### config.mk
export PLATFORM = sky130hd
export DESIGN_NAME = gain_spi_regs
export DESIGN_NICKNAME = d
export VERILOG_FILES = /design/src/rtl/gspi_pkg.sv /design/src/rtl/gspi_sync.sv /design/src/rtl/gspi_framer.sv /design/src/rtl/gspi_regbank.sv /design/src/rtl/gspi_gain_decode.sv /design/src/rtl/gain_spi_regs.sv
export SDC_FILE = /design/constraint.sdc
export NUM_CORES = 1
export LEC_CHECK = 0
export BUFFER_PORTS_ARGS = -buffer_cell sky130_fd_sc_hd__buf_4
export CAP_MARGIN = 20
export CELL_PAD_IN_SITES_DETAIL_PLACEMENT = 0
export CELL_PAD_IN_SITES_GLOBAL_PLACEMENT = 1
export CORE_MARGIN = 4
export CORE_UTILIZATION = 44
export CTS_BUF_LIST = sky130_fd_sc_hd__clkbuf_4
export DETAILED_ROUTE_END_ITERATION = 6
export PLACE_DENSITY_LB_ADDON = 0.1
export RECOVER_POWER = 50
export SLEW_MARGIN = 20
export SYNTH_ARGS = -nofsm -noshare
export SYNTH_HDL_FRONTEND = slang
export SYNTH_SLANG_ARGS = --single-unit
### constraint.sdc
create_clock -name clk -period 2.44 [get_ports clk]
set_clock_uncertainty 0.15 [all_clocks]
set_input_delay 0.366 -clock clk [delete_from_list [all_inputs] [get_ports clk]]
set_output_delay 0.366 -clock clk [all_outputs]
set_load 0.03 [all_outputs]
### src/rtl/gspi_pkg.sv
// Shared widths and the write-request type for the serial register slave.
package gspi_pkg;
    localparam int WORD_W = 16;
    localparam int ADDR_W = 8;
    localparam int DATA_W = 8;
    localparam int CNT_W  = $clog2(WORD_W);

    typedef struct packed {
        logic [ADDR_W-1:0] addr;
        logic [DATA_W-1:0] data;
    } wr_req_t;
endpackage

### src/rtl/gspi_sync.sv
// Brings cs_n, sclk and sdi into the clk domain through STAGES flops each,
// and flags rising edges of the synchronised sclk.
// Assumes sclk high and low phases each last several clk periods and that
// sdi is stable around the sclk rising edge.
module gspi_sync #(
    parameter int STAGES = 2
) (
    input  logic clk,
    input  logic rst_n,
    input  logic cs_n,
    input  logic sclk,
    input  logic sdi,
    output logic cs_act,
    output logic sclk_rise,
    output logic sdi_s
);
    logic [STAGES-1:0] cs_pipe;
    logic [STAGES-1:0] sclk_pipe;
    logic [STAGES-1:0] sdi_pipe;
    logic              sclk_last;

    // Shift each input through its synchroniser chain and keep the last sclk level.
    always_ff @(posedge clk) begin
        if (!rst_n) begin
            cs_pipe   <= '1;
            sclk_pipe <= '0;
            sdi_pipe  <= '0;
            sclk_last <= 1'b0;
        end else begin
            cs_pipe   <= {cs_pipe[STAGES-2:0], cs_n};
            sclk_pipe <= {sclk_pipe[STAGES-2:0], sclk};
            sdi_pipe  <= {sdi_pipe[STAGES-2:0], sdi};
            sclk_last <= sclk_pipe[STAGES-1];
        end
    end

    assign cs_act    = ~cs_pipe[STAGES-1];
    assign sclk_rise = sclk_pipe[STAGES-1] & ~sclk_last;
    assign sdi_s     = sdi_pipe[STAGES-1];
endmodule

### src/rtl/gspi_framer.sv
// Assembles 16-bit words from synchronised serial bits, issues one write
// request per complete word and shifts readback data out on sdo.
// Assumes the inputs come from gspi_sync. The bit count clears whenever
// select is inactive, so a partial word is dropped.
module gspi_framer
    import gspi_pkg::*;
(
    input  logic              clk,
    input  logic              rst_n,
    input  logic              cs_act,
    input  logic              sclk_rise,
    input  logic              sdi_s,
    input  logic [DATA_W-1:0] rd_data,
    output logic [ADDR_W-1:0] rd_addr,
    output logic              wr_en,
    output wr_req_t           wr_req,
    output logic              sdo
);
    logic [WORD_W-2:0] shift_q;
    logic [CNT_W-1:0]  cnt_q;
    logic [DATA_W-1:0] out_q;
    logic [WORD_W-1:0] word_full;
    logic              last_bit;

    assign word_full = {shift_q, sdi_s};
    assign last_bit  = (cnt_q == CNT_W'(WORD_W - 1));
    assign rd_addr   = word_full[WORD_W-1 -: ADDR_W];
    assign sdo       = out_q[DATA_W-1];

    // Count bits, shift data in, commit a word on its last bit and move readback out.
    always_ff @(posedge clk) begin
        if (!rst_n) begin
            shift_q <= '0;
            cnt_q   <= '0;
            out_q   <= '0;
            wr_en   <= 1'b0;
            wr_req  <= '0;
        end else begin
            wr_en <= 1'b0;
            if (!cs_act) begin
                cnt_q <= '0;
                out_q <= '0;
            end else if (sclk_rise) begin
                shift_q <= word_full[WORD_W-2:0];
                if (last_bit) begin
                    cnt_q  <= '0;
                    wr_en  <= 1'b1;
                    wr_req <= word_full;
                    out_q  <= rd_data;
                end else begin
                    cnt_q <= cnt_q + 1'b1;
                    out_q <= {out_q[DATA_W-2:0], 1'b0};
                end
            end
        end
    end
endmodule

### src/rtl/gspi_regbank.sv
// Holds NUM_REGS byte registers that load from DEFAULTS on reset. It writes
// on a request whose address is inside the bank and reads back combinationally.
// Assumes at most one write request per cycle. Addresses outside the bank
// read as zero.
module gspi_regbank
    import gspi_pkg::*;
#(
    parameter int                         NUM_REGS = 4,
    parameter logic [NUM_REGS*DATA_W-1:0] DEFAULTS = '0
) (
    input  logic                       clk,
    input  logic                       rst_n,
    input  logic                       wr_en,
    input  wr_req_t                    wr_req,
    input  logic [ADDR_W-1:0]          rd_addr,
    output logic [DATA_W-1:0]          rd_data,
    output logic [NUM_REGS*DATA_W-1:0] regs_flat
);
    logic [NUM_REGS-1:0][DATA_W-1:0] regs_q;

    // Load defaults on reset, otherwise write the addressed register.
    always_ff @(posedge clk) begin
        if (!rst_n) begin
            for (int i = 0; i < NUM_REGS; i++) begin
                regs_q[i] <= DEFAULTS[i*DATA_W +: DATA_W];
            end
        end else if (wr_en) begin
            for (int i = 0; i < NUM_REGS; i++) begin
                if (wr_req.addr == ADDR_W'(i)) begin
                    regs_q[i] <= wr_req.data;
                end
            end
        end
    end

    // Select the addressed register for readback, or zero when out of range.
    always_comb begin
        rd_data = '0;
        for (int i = 0; i < NUM_REGS; i++) begin
            if (rd_addr == ADDR_W'(i)) begin
                rd_data = regs_q[i];
            end
        end
    end

    for (genvar g = 0; g < NUM_REGS; g++) begin : g_flat
        assign regs_flat[g*DATA_W +: DATA_W] = regs_q[g];
    end
endmodule

### src/rtl/gspi_gain_decode.sv
// Turns the control register into a clamped attenuation code and the
// effective power-down level.
// Assumes ATT_MAX fits in ATT_W bits and PD_BIT lies above the code field.
module gspi_gain_decode
    import gspi_pkg::*;
#(
    parameter int ATT_W   = 6,
    parameter int ATT_MAX = 32,
    parameter int PD_BIT  = 6
) (
    input  logic [DATA_W-1:0] ctrl,
    input  logic              pd_pin,
    output logic [ATT_W-1:0]  atten,
    output logic              pd_out
);
    logic [ATT_W-1:0] code;

    assign code = ctrl[ATT_W-1:0];

    // Clamp the code to the largest valid step.
    always_comb begin
        if (code > ATT_W'(ATT_MAX)) begin
            atten = ATT_W'(ATT_MAX);
        end else begin
            atten = code;
        end
    end

    assign pd_out = ctrl[PD_BIT] | pd_pin;
endmodule

### src/rtl/gain_spi_regs.sv
// Top of the serial register slave for a programmable-gain front end.
// It joins the synchroniser, word framer, register bank and gain decode.
// Assumes rst_n is applied at power-up, and that cs_n changes only while
// sclk is low.
module gain_spi_regs
    import gspi_pkg::*;
#(
    parameter int                         NUM_REGS  = 4,
    parameter int                         SYNC_STG  = 2,
    parameter int                         GAIN_ADDR = 2,
    parameter int                         PD_BIT    = 6,
    parameter int                         ATT_W     = 6,
    parameter int                         ATT_MAX   = 32,
    parameter logic [NUM_REGS*DATA_W-1:0] DEFAULTS  = 32'h3C20_00A5
) (
    input  logic             clk,
    input  logic             rst_n,
    input  logic             cs_n,
    input  logic             sclk,
    input  logic             sdi,
    output logic             sdo,
    input  logic             pd_pin,
    output logic [ATT_W-1:0] atten,
    output logic             pd_out
);
    localparam int CTRL_LSB = GAIN_ADDR * DATA_W;

    logic                       cs_act;
    logic                       sclk_rise;
    logic                       sdi_s;
    logic [ADDR_W-1:0]          rd_addr;
    logic [DATA_W-1:0]          rd_data;
    logic                       wr_en;
    wr_req_t                    wr_req;
    logic [NUM_REGS*DATA_W-1:0] regs_flat;

    gspi_sync #(.STAGES(SYNC_STG)) u_sync (
        .clk       (clk),
        .rst_n     (rst_n),
        .cs_n      (cs_n),
        .sclk      (sclk),
        .sdi       (sdi),
        .cs_act    (cs_act),
        .sclk_rise (sclk_rise),
        .sdi_s     (sdi_s)
    );

    gspi_framer u_framer (
        .clk       (clk),
        .rst_n     (rst_n),
        .cs_act    (cs_act),
        .sclk_rise (sclk_rise),
        .sdi_s     (sdi_s),
        .rd_data   (rd_data),
        .rd_addr   (rd_addr),
        .wr_en     (wr_en),
        .wr_req    (wr_req),
        .sdo       (sdo)
    );

    gspi_regbank #(.NUM_REGS(NUM_REGS), .DEFAULTS(DEFAULTS)) u_bank (
        .clk       (clk),
        .rst_n     (rst_n),
        .wr_en     (wr_en),
        .wr_req    (wr_req),
        .rd_addr   (rd_addr),
        .rd_data   (rd_data),
        .regs_flat (regs_flat)
    );

    gspi_gain_decode #(.ATT_W(ATT_W), .ATT_MAX(ATT_MAX), .PD_BIT(PD_BIT)) u_dec (
        .ctrl   (regs_flat[CTRL_LSB +: DATA_W]),
        .pd_pin (pd_pin),
        .atten  (atten),
        .pd_out (pd_out)
    );
endmodule

==> results of run 1 <==
==> logic make-up (layout without fill, tap and decap cells) <==
logic type / Yosys count / count (layout) / synth area share (%)
and+or+nand+nor: 168 / 168 / 23.3
AOI/OAI and AO/OA: 83 / 83 / 16.4
DFF: 83 / 83 / 49.4
buffers and inverters: 25 / 41 / 3.46
muxes: 21 / 21 / 6.88
adders and majority gates: 1 / 1 / 0.372
xor gates and xnor gates: 1 / 1 / 0.260
==> worst max-delay path by stage <==
stage	endpoint	slack, ns	cells after the start
6_report	u_framer.out_q[1]$_SDFFE_PP0P_	0.43	4
5_1_grt	u_bank.regs_flat[25]$_SDFFE_PN0P_	0.22	4
4_1_cts	u_framer.out_q[1]$_SDFFE_PP0P_	0.45	4
3_5_place_dp	u_framer.out_q[1]$_SDFFE_PP0P_	0.46	4
3_3_place_gp	u_framer.out_q[1]$_SDFFE_PP0P_	0.44	4
2_1_floorplan	u_framer.wr_req[1]$_SDFFE_PN0P_	0.87	6
==> metal layers <==
layer | GRT usage [%] | vias up
met1 | 23.1 | 1208
met2 | 25.3 | 28
met5 | 0 | -
li1 | - | 1338
met4 | 3.91 | 0
met3 | 4.74 | 7
==> cells in the final DEF (no fill, tap or decap), types with 3 or more instances in the layout <==
| cell | count |
|---|---|
| nand2_1 | 97 |
| dfxtp_1 | 83 |
| nand3_1 | 30 |
| a21boi_0 | 24 |
| o21ai_0 | 19 |
| o22ai_1 | 14 |
| buf_4 | 14 |
| mux2i_1 | 13 |
| nor2_1 | 9 |
| clkbuf_4 | 9 |
| a21o_1 | 8 |
| a21boi_1 | 7 |
| mux2_2 | 7 |
| o31ai_1 | 7 |
| clkbuf_1 | 7 |
| nor2b_1 | 6 |
| and2_1 | 4 |
| nand2b_1 | 4 |
| nor3_1 | 4 |
| nand4_1 | 3 |
| a21oi_1 | 3 |
| dlygate4sd3_1 | 3 |
==> flip-flops by register name, summed over array words and instances (netlist names), 2 cells and up <==
register and flops:
u_bank.regs_flat 32, u_framer.wr_req 16, u_framer.shift_q 15, u_framer.out_q 8, u_framer.cnt_q 4, u_sync.cs_pipe 2, u_sync.sclk_pipe 2, u_sync.sdi_pipe 2
==> metrics by stage <==
stage	hold slack (ns)	setup WS [ns]	utilization (%)
global placement	0.245	0.437	48.4
floorplan	0.236	0.872	-
CTS	0.219	0.450	50.7
detailed placement	0.243	0.457	48.4
global route	0.276	0.224	50.1
finish	0.246	0.434	50.1
==> area by class of cell <==
class                   count  area share, %
clock buffers               9           1.84
clock inverters             7           1.87
multi-input cells         274           43.2
flip-flops and latches     83           45.2
well taps                  99           3.37
repair buffers             25           4.53
==> Yosys cell counts, types with 5 or more instances <==
| library cell | instances |
|---|---|
| a21boi_0 | 24 |
| a21boi_1 | 7 |
| a21o_1 | 8 |
| and2_1 | 5 |
| buf_2 | 6 |
| clkbuf_1 | 16 |
| dfxtp_1 | 83 |
| mux2_2 | 7 |
| mux2i_1 | 13 |
| nand2_1 | 97 |
| nand3_1 | 30 |
| nor2_1 | 9 |
| nor2b_1 | 6 |
| o21ai_0 | 19 |
| o22ai_1 | 14 |
| o31ai_1 | 7 |
==> critical path, cell delays in order, from the launching register on <==
cell     delay (ns)
dfxtp_1        0.36
nor4_1         0.60
nand4_1        0.38
o22ai_1        0.34
o31ai_1        0.09
==> power by group <==
part / switching [mW] / internal, mW / leakage (nW) / total (mW)
registers: 0.00248 / 1.36 / 0.670 / 1.36
clock network: 0.460 / 0.309 / 0.0733 / 0.769
logic: 0.0325 / 0.0232 / 0.492 / 0.0557
total: 0.495 / 1.69 / 1.24 / 2.19
==> impl_metrics.ini, run 1 <==
[outcome]
outcome = finished clean

[routing]
met3_length_um = 204
ant_nets = 0
top_layer = met4
avgRoutedWirePerCell_um = 14.0
viasPerCell = 5.19
vias = 2581
wl_met2_mm = 3.09
drt-total-wl_mm = 6.94
drc = 0
first_pass_iters = 4
drt_iter0_drc = 97
m1WireLength_mm = 3.57

[die]
start_util_pct = 45.9
rows = 31
die_x_um = 95.5
die-height_um = 95.5
die-area_mm2 = 0.00911
pin_count = 14
core_mm2 = 0.00733

[worst_setup_path]
regToRegEndpoint = u_framer.out_q[1]$_SDFFE_PP0P_
critical_path.reg2reg.startpoint = u_framer.shift_q[11]$_SDFFE_PN0P_
setup.worst_path.end_class = flop
reg2reg_depth = 4
rrSetupSlack_ns = 0.43
crit_type = flop to flop
critPathLaunchType = flop
arrival_ns = 2.17
worst-path-max-fanout = 7
cp.required_ns = 2.60
worstSetupStartpoint = u_framer.shift_q[11]$_SDFFE_PN0P_

[timing]
hold_viol = 0
fin_crit_sh_pct = 82.2
clock.fmax_mhz = 498
relSlewSlack_pct = 8.75
tns_ns = 0
tightestPinTransition_ns = 1.37
slew_violations = 0
min_period_ns = 2.01
setup_viol = 0
rsz0062_at_grt = no

[clock_tree]
cts_setup_buffers = 0
cts-hold-fix-buffers = 3
cts-htree-levels = 3
clkTransAtPathRegs_ns = 0.13
clock_path_buffers = 2
cts_tree = yes
cts_inserted_buffers = 9
worstSkewPairLatency_ns = 0.41
cts_resized = 0
cts_root_buf = clkbuf_4
cts.sinks = 83

[global_routing]
grt_max_degree = 79
grt_first_pass_wirelength_mm = 11.6
grt_pass1_vias = 2319
antenna_found_initial = 0
grt-ovfl-total = 0
grt.total_usage_pct = 16.6

[hold_path]
hold_end = u_framer.cnt_q[1]$_SDFFE_PP0P_
min_path_cells = 4
hp-class = input port to flop
hold_path_startpoint = rst_n

[run]
max_cap_viol_count = 0

[synthesis]
synth.area.top_cells = dfxtp_1 49%, nand2_1 11%, a21boi_0 5.4%
synth_area_mm2 = 0.00337
synth_ff_type = dfxtp_1
yosysSeqAreaShare_pct = 49.4
yosys.area.top_type = dfxtp_1
async_reset_ff_share_pct = 0
yosys.area.top_type_share_pct = 49.4
synthCells = 382
synth_edf_count = 0
synthesis.yosys.warnings = 0
avgSynthCellArea_um2 = 8.81
synth_nets = 389
synth-seq-cells = 83
synth.distinct_cells = 35

[placed_design]
place.gp.congestion = 0.778
dp_hpwl_mm = 4.81
place_area_mm2 = 0.00355
dp.cells = 478
portBuffers = 13

[finish]
stdcell_area_mm2 = 0.00368
fill_cells = 717
final_cell_count_no_fill = 497
seqCellArea_mm2 = 0.00166
area_growth_pct = 9.22
drive_above_1_share_pct = 10.8
multi_input_area_mm2 = 0.00159
antennaDiodeCount = 0
nets = 400

[power]
power_mw = 2.19
ir_drop_mv = 0.361
cellLeakagePower_nw = 1.24
p_per_area_mw_per_mm2 = 595
Power figures use the tool's default switching activity.
==> run 2, diff against run 1 <==
- ABC_AREA: default -> 1
- CORE_UTILIZATION: 44 -> 42
- clock period: 2.44 -> 1.6 ns (I/O delays scaled with it)
==> run 2 against run 1 <==
Net effect: the run now ends with setup timing left; sequential power rose by 53%; via count rose by 25%; hold slack improved by 0.029 ns; final cell count rose by 26%; core utilization rose by 7.5 points; critical path depth rose by 2; wire length rose by 34%; total power rose by 61%; area after synthesis rose by 1.1%; largest cell class is now multi-input combinational cells; highest routed layer unchanged.
==> impl_metrics.ini, run 2 <==
[outcome]
outcome = complete, but fails checks
violations = setup timing

[synthesis]
yosys.area.top_type = dfxtp_1
synth_edf_count = 0
synth.distinct_cells = 30
yosysSeqAreaShare_pct = 48.8
synth-seq-cells = 83
synth_ff_type = dfxtp_1
synth_most_common_cell = nand2_1
synthCells = 457
synth_area_mm2 = 0.00340
avgSynthCellArea_um2 = 7.44
synth_commonest_cells = 114 x nand2_1, 83 x dfxtp_1, 74 x a21oi_1, 36 x inv_1, 36 x nand3_1
synthesis.yosys.warnings = 0
yosys.area.top_type_share_pct = 48.8
async_reset_ff_share_pct = 0
synth_nets = 464
synth.area.top_cells = dfxtp_1 49%, nand2_1 13%, a21oi_1 11%

[worst_setup_path]
setup.worst_path.end_class = output pin
crit_type = flop to output pin
arrival_ns = 1.40
cp.required_ns = 1.21
worst-path-max-fanout = 4
critPathLaunchType = flop

[timing]
hold_viol = 0
whs_ns = 0.275
fin_crit_sh_pct = 112
rsz0062_at_grt = yes
setup_viol = 13
clock.fmax_mhz = 559
relSlewSlack_pct = 66.5
finalWorstSetupSlack_ns = -0.190
min_period_ns = 1.79
slew_violations = 0
tightestPinTransition_ns = 0.502

[placed_design]
place.gp.congestion = 0.813
portBuffers = 13
place_area_mm2 = 0.00376
dp_hpwl_mm = 5.99
dp.cells = 579

[routing]
avgRoutedWirePerCell_um = 14.8
drt-total-wl_mm = 9.26
vias = 3229
drc = 0
drt_iter0_drc = 141
viasPerCell = 5.17
ant_nets = 0
first_pass_iters = 4

[clock_tree]
cts_inserted_buffers = 9
cts.sinks = 83
clock_path_buffers = 2
cts_root_buf = clkbuf_4
cts_tree = yes
worstSkewPairLatency_ns = 0.43
clkTransAtPathRegs_ns = 0.14
cts-htree-levels = 3

[finish]
nets = 526
drive_above_1_share_pct = 29.6
stdcell_area_mm2 = 0.00450
antennaDiodeCount = 0
largest_reg_flops = 32
final_cell_mix = 103 x nand2_1, 70 x dfxtp_1, 65 x a21oi_1
final_cell_count_no_fill = 625
area_growth_pct = 32.4
layout_commonest_cell = nand2_1
final_core_util_pct = 57.7

[power]
power_mw = 3.51
p_per_area_mw_per_mm2 = 780
ir_drop_mv = 0.421
cellLeakagePower_nw = 1.82

[die]
die-area_mm2 = 0.00960
core_mm2 = 0.00781
die-height_um = 98
rows = 32
start_util_pct = 43.6
die_x_um = 98
pin_count = 14

[global_routing]
grt_max_degree = 42
antenna_found_initial = 0
grt_pass1_vias = 3016
grt-ovfl-total = 0
grt_first_pass_wirelength_mm = 14.9
grt.total_usage_pct = 19.2

[hold_path]
hp-class = flop to flop

[run]
max_cap_viol_count = 0
run 2: worst max-delay path, stage by stage, from the launching register on:
cell and delay (ns):
dfxtp_2 0.35, inv_2 0.06, nand4_1 0.08, o21ai_1 0.12
inv_1 0.09, nor2_1 0.11, buf_4 0.16
run 2: cell type report:
type                    instances  area (um^2)
clock buffers                   9         67.6
clock inverters                 6         81.3
fillers                       725         3300
inverters                      37          146
multi-input cells             319         1790
flip-flops and latches         83         1680
well taps                     102          128
repair buffers                 69          612
run 2: worst paths after layout:
path,from,end,slack (ns),cells after the start
min,u_sync.cs_pipe[0]$_SDFF_PN1_,u_sync.cs_pipe[1]$_SDFF_PN1_,0.27,1
max,u_bank.regs_flat[18]$_SDFFE_PN0P_,atten[1],-0.19,6
min reg2reg,u_sync.cs_pipe[0]$_SDFF_PN1_,u_sync.cs_pipe[1]$_SDFF_PN1_,0.27,1
max reg2reg,u_framer.wr_req[11]$_SDFFE_PN0P_,u_bank.regs_flat[29]$_SDFFE_PN1P_,-0.06,7
run 2: repair_timing:
item | CTS | global route
resized for setup | 26 | 89
endpoints found under the setup margin | 27 | 61
hold buffers | 6 | 0
hold endpoints to repair | 6 | 0
gates cloned | 1 | 2
pin swaps | 5 | 19
buffers inserted | 14 | 8
run 2: metal layers:
layer  global-route usage, %  vias to the layer above  part of all wire, %
met3                    3.43                       18                  3.6
met1                    25.6                     1523                   46
met4                    7.35                        0                  2.3
met2                    30.9                       58                   48
li1                        -                     1630                    -
met5                       0                        -                    0
run 2: logic make-up (layout without fill, tap and decap cells):
| kind of cell | count (synthesis) | count (layout) | share of synthesized area, % |
|---|---|---|---|
| AO/OA/AOI/OAI | 117 | 117 | 18.4 |
| XOR/XNOR | 1 | 1 | 0.257 |
| adder cells (fa/ha/maj) | 1 | 1 | 0.368 |
| buffers and inverters | 58 | 121 | 7.13 |
| flip-flops | 83 | 83 | 48.8 |
| AND/OR/NAND/NOR | 197 | 200 | 25.0 |
run 2: where the power goes:
group / internal [mW] / switching (mW) / leakage, nW
Clock: 0.616 / 0.706 / 0.0808
Combinational: 0.0448 / 0.0683 / 1.06
Sequential: 2.07 / 0.00383 / 0.677
Total: 2.74 / 0.778 / 1.82
run 2: through the flow:
step,setup TNS (ns),setup WS [ns]
global placement,-1.07,-0.141
floorplan,0,0.0328
CTS,-0.721,-0.188
finish,-1.12,-0.190
detailed placement,-1.04,-0.124
global route,-4.93,-0.300
==> run 3, diff against run 2 <==
- BUFFER_PORTS_ARGS: -buffer_cell sky130_fd_sc_hd__buf_4 -> -buffer_cell sky130_fd_sc_hd__buf_2
- CTS_CLUSTER_DIAMETER: default -> 60
==> run 3 against run 2 <==
Net effect: clock-buffer cell count increased by 1; wire length decreased by 1.8%; the run still ends with setup timing left; design area decreased by 4.9%; die area unchanged; hold slack got worse by 0.00067 ns; first-iteration DRC count decreased by 2.8%; setup slack got worse by 0.015 ns; critical path depth unchanged; sequential share of layout area increased by 1.9 points; flip-flop and latch count unchanged; sequential power about the same; critical endpoint is now atten[2]; largest cell class is now sequential cells.
==> impl_metrics.ini, run 3 (synthesis results as in run 2) <==
[finish]
drive_above_1_share_pct = 26.0
antennaDiodeCount = 0
stdcell_area_mm2 = 0.00428
layout_commonest_cell = nand2_1
largest_reg_flops = 32
nets = 522
area_growth_pct = 25.9
final_cell_mix = 110 x nand2_1, 70 x dfxtp_1, 68 x a21oi_1

[timing]
tns_ns = -0.805
hold_viol = 0
min_period_ns = 1.81
relSlewSlack_pct = 77.7
fin_crit_sh_pct = 113
slew_violations = 0
clock.fmax_mhz = 554
setup_viol = 4
whs_ns = 0.274
tightestPinTransition_ns = 0.335
rsz0062_at_grt = yes
finalWorstSetupSlack_ns = -0.205

[placed_design]
place.gp.congestion = 0.864
place_area_mm2 = 0.00375
portBuffers = 13
dp_slack_ns = -0.0730
dp_hpwl_mm = 6.02

[power]
power_mw = 3.36
cellLeakagePower_nw = 1.80
p_per_area_mw_per_mm2 = 785
ir_drop_mv = 0.452

[die]
die-height_um = 98
pin_count = 14
rows = 32
die_x_um = 98
die-area_mm2 = 0.00960
start_util_pct = 43.6
core_mm2 = 0.00781

[global_routing]
grt_first_pass_wirelength_mm = 14.8
grt_max_degree = 42
grt_pass1_vias = 2950
grt.total_usage_pct = 19.3
antenna_found_initial = 0
grt-ovfl-total = 0

[worst_setup_path]
crit_slowest_cell = dfxtp_2
setup.worst_path.end_class = output pin
critPathMaxStageDelay_ns = 0.35
critPathLaunchType = flop
crit_chain = inv_2 -> nand4_1 -> o21ai_2 -> inv_2 -> nor2_1 -> buf_4
arrival_ns = 1.42
worst-path-max-fanout = 4
crit_type = flop to output pin
crit_top_cell = inv_2
critPathTopFamily = flip-flops
path_buf_inv = 3
cp.required_ns = 1.21

[clock_tree]
worstSkewPairLatency_ns = 0.42
clkTransAtPathRegs_ns = 0.12
clock_path_buffers = 2
cts-htree-levels = 3
cts_inserted_buffers = 9
cts_root_buf = clkbuf_4
cts.sinks = 83
cts_tree = yes

[routing]
first_pass_iters = 4
avgRoutedWirePerCell_um = 14.6
ant_nets = 0
viasPerCell = 5.07
drt_iter0_drc = 137
vias = 3156
drt-total-wl_mm = 9.09
drc = 0

[run]
max_cap_viol_count = 0

[outcome]
outcome = complete, but fails checks
violations = setup timing

[hold_path]
hp-class = flop to flop
[run 3: metal layers]
| metal | vias to the layer above | GRT usage, % | part of all wire [%] |
|---|---|---|---|
| met5 | - | 0 | 0 |
| met1 | 1481 | 25.9 | 48 |
| met4 | 0 | 5.96 | 1.6 |
| met2 | 47 | 31.2 | 47 |
| met3 | 13 | 3.93 | 3.1 |
| li1 | 1615 | - | - |
[run 3: tightest hold or removal path, delay by kind of cell, from the launching register on]
family	cells	cell delay, ns
buffers and inverters	1	0.03
DFF	1	0.32
and+or+nand+nor	1	0.05
[run 3: repair_timing]
item / CTS / global route
hold endpoints to repair: 6 / 0
hold buffers: 6 / 0
setup buffers: 10 / 5
endpoints found under the setup margin: 21 / 58
pin swaps: 5 / 19
resized for setup: 35 / 57
cloned: 2 / 1
[run 3: report_power, final]
part,switching [mW],total (mW),internal (mW)
sequential,0.00385,2.08,2.07
combinational,0.0628,0.101,0.0383
clock,0.698,1.18,0.482
[run 3: path summary, 6_finish.rpt]
path | endpoint | start | slack (ns) | depth (start not counted)
worst max-delay path | atten[2] | u_bank.regs_flat[17]$_SDFFE_PN0P_ | -0.21 | 6
worst min-delay path | u_sync.sdi_pipe[1]$_SDFF_PN0_ | u_sync.sdi_pipe[0]$_SDFF_PN0_ | 0.27 | 2
worst min register to register | u_sync.sdi_pipe[1]$_SDFF_PN0_ | u_sync.sdi_pipe[0]$_SDFF_PN0_ | 0.27 | 2
worst max register to register | u_bank.regs_flat[17]$_SDFFE_PN0P_ | u_framer.wr_req[11]$_SDFFE_PN0P_ | 0 | 6
[run 3: layout make-up]
cell class                      count  area, um^2
Clock buffer                       10        75.1
Clock inverter                      6        56.3
Fill cell                         805        3530
Inverter                           37         146
Multi-Input combinational cell    318        1640
Sequential cell                    83        1680
Tap cell                          102         128
Timing Repair Buffer               65         549
Timing Repair inverter              1        7.51
[run 3: through the flow]
stage | cells | utilization (%)
floorplan | 457 | -
global placement | 582 | 48.0
detailed placement | 582 | 48.0
CTS | 616 | 52.6
global route | 622 | 54.8
finish | 622 | 54.8
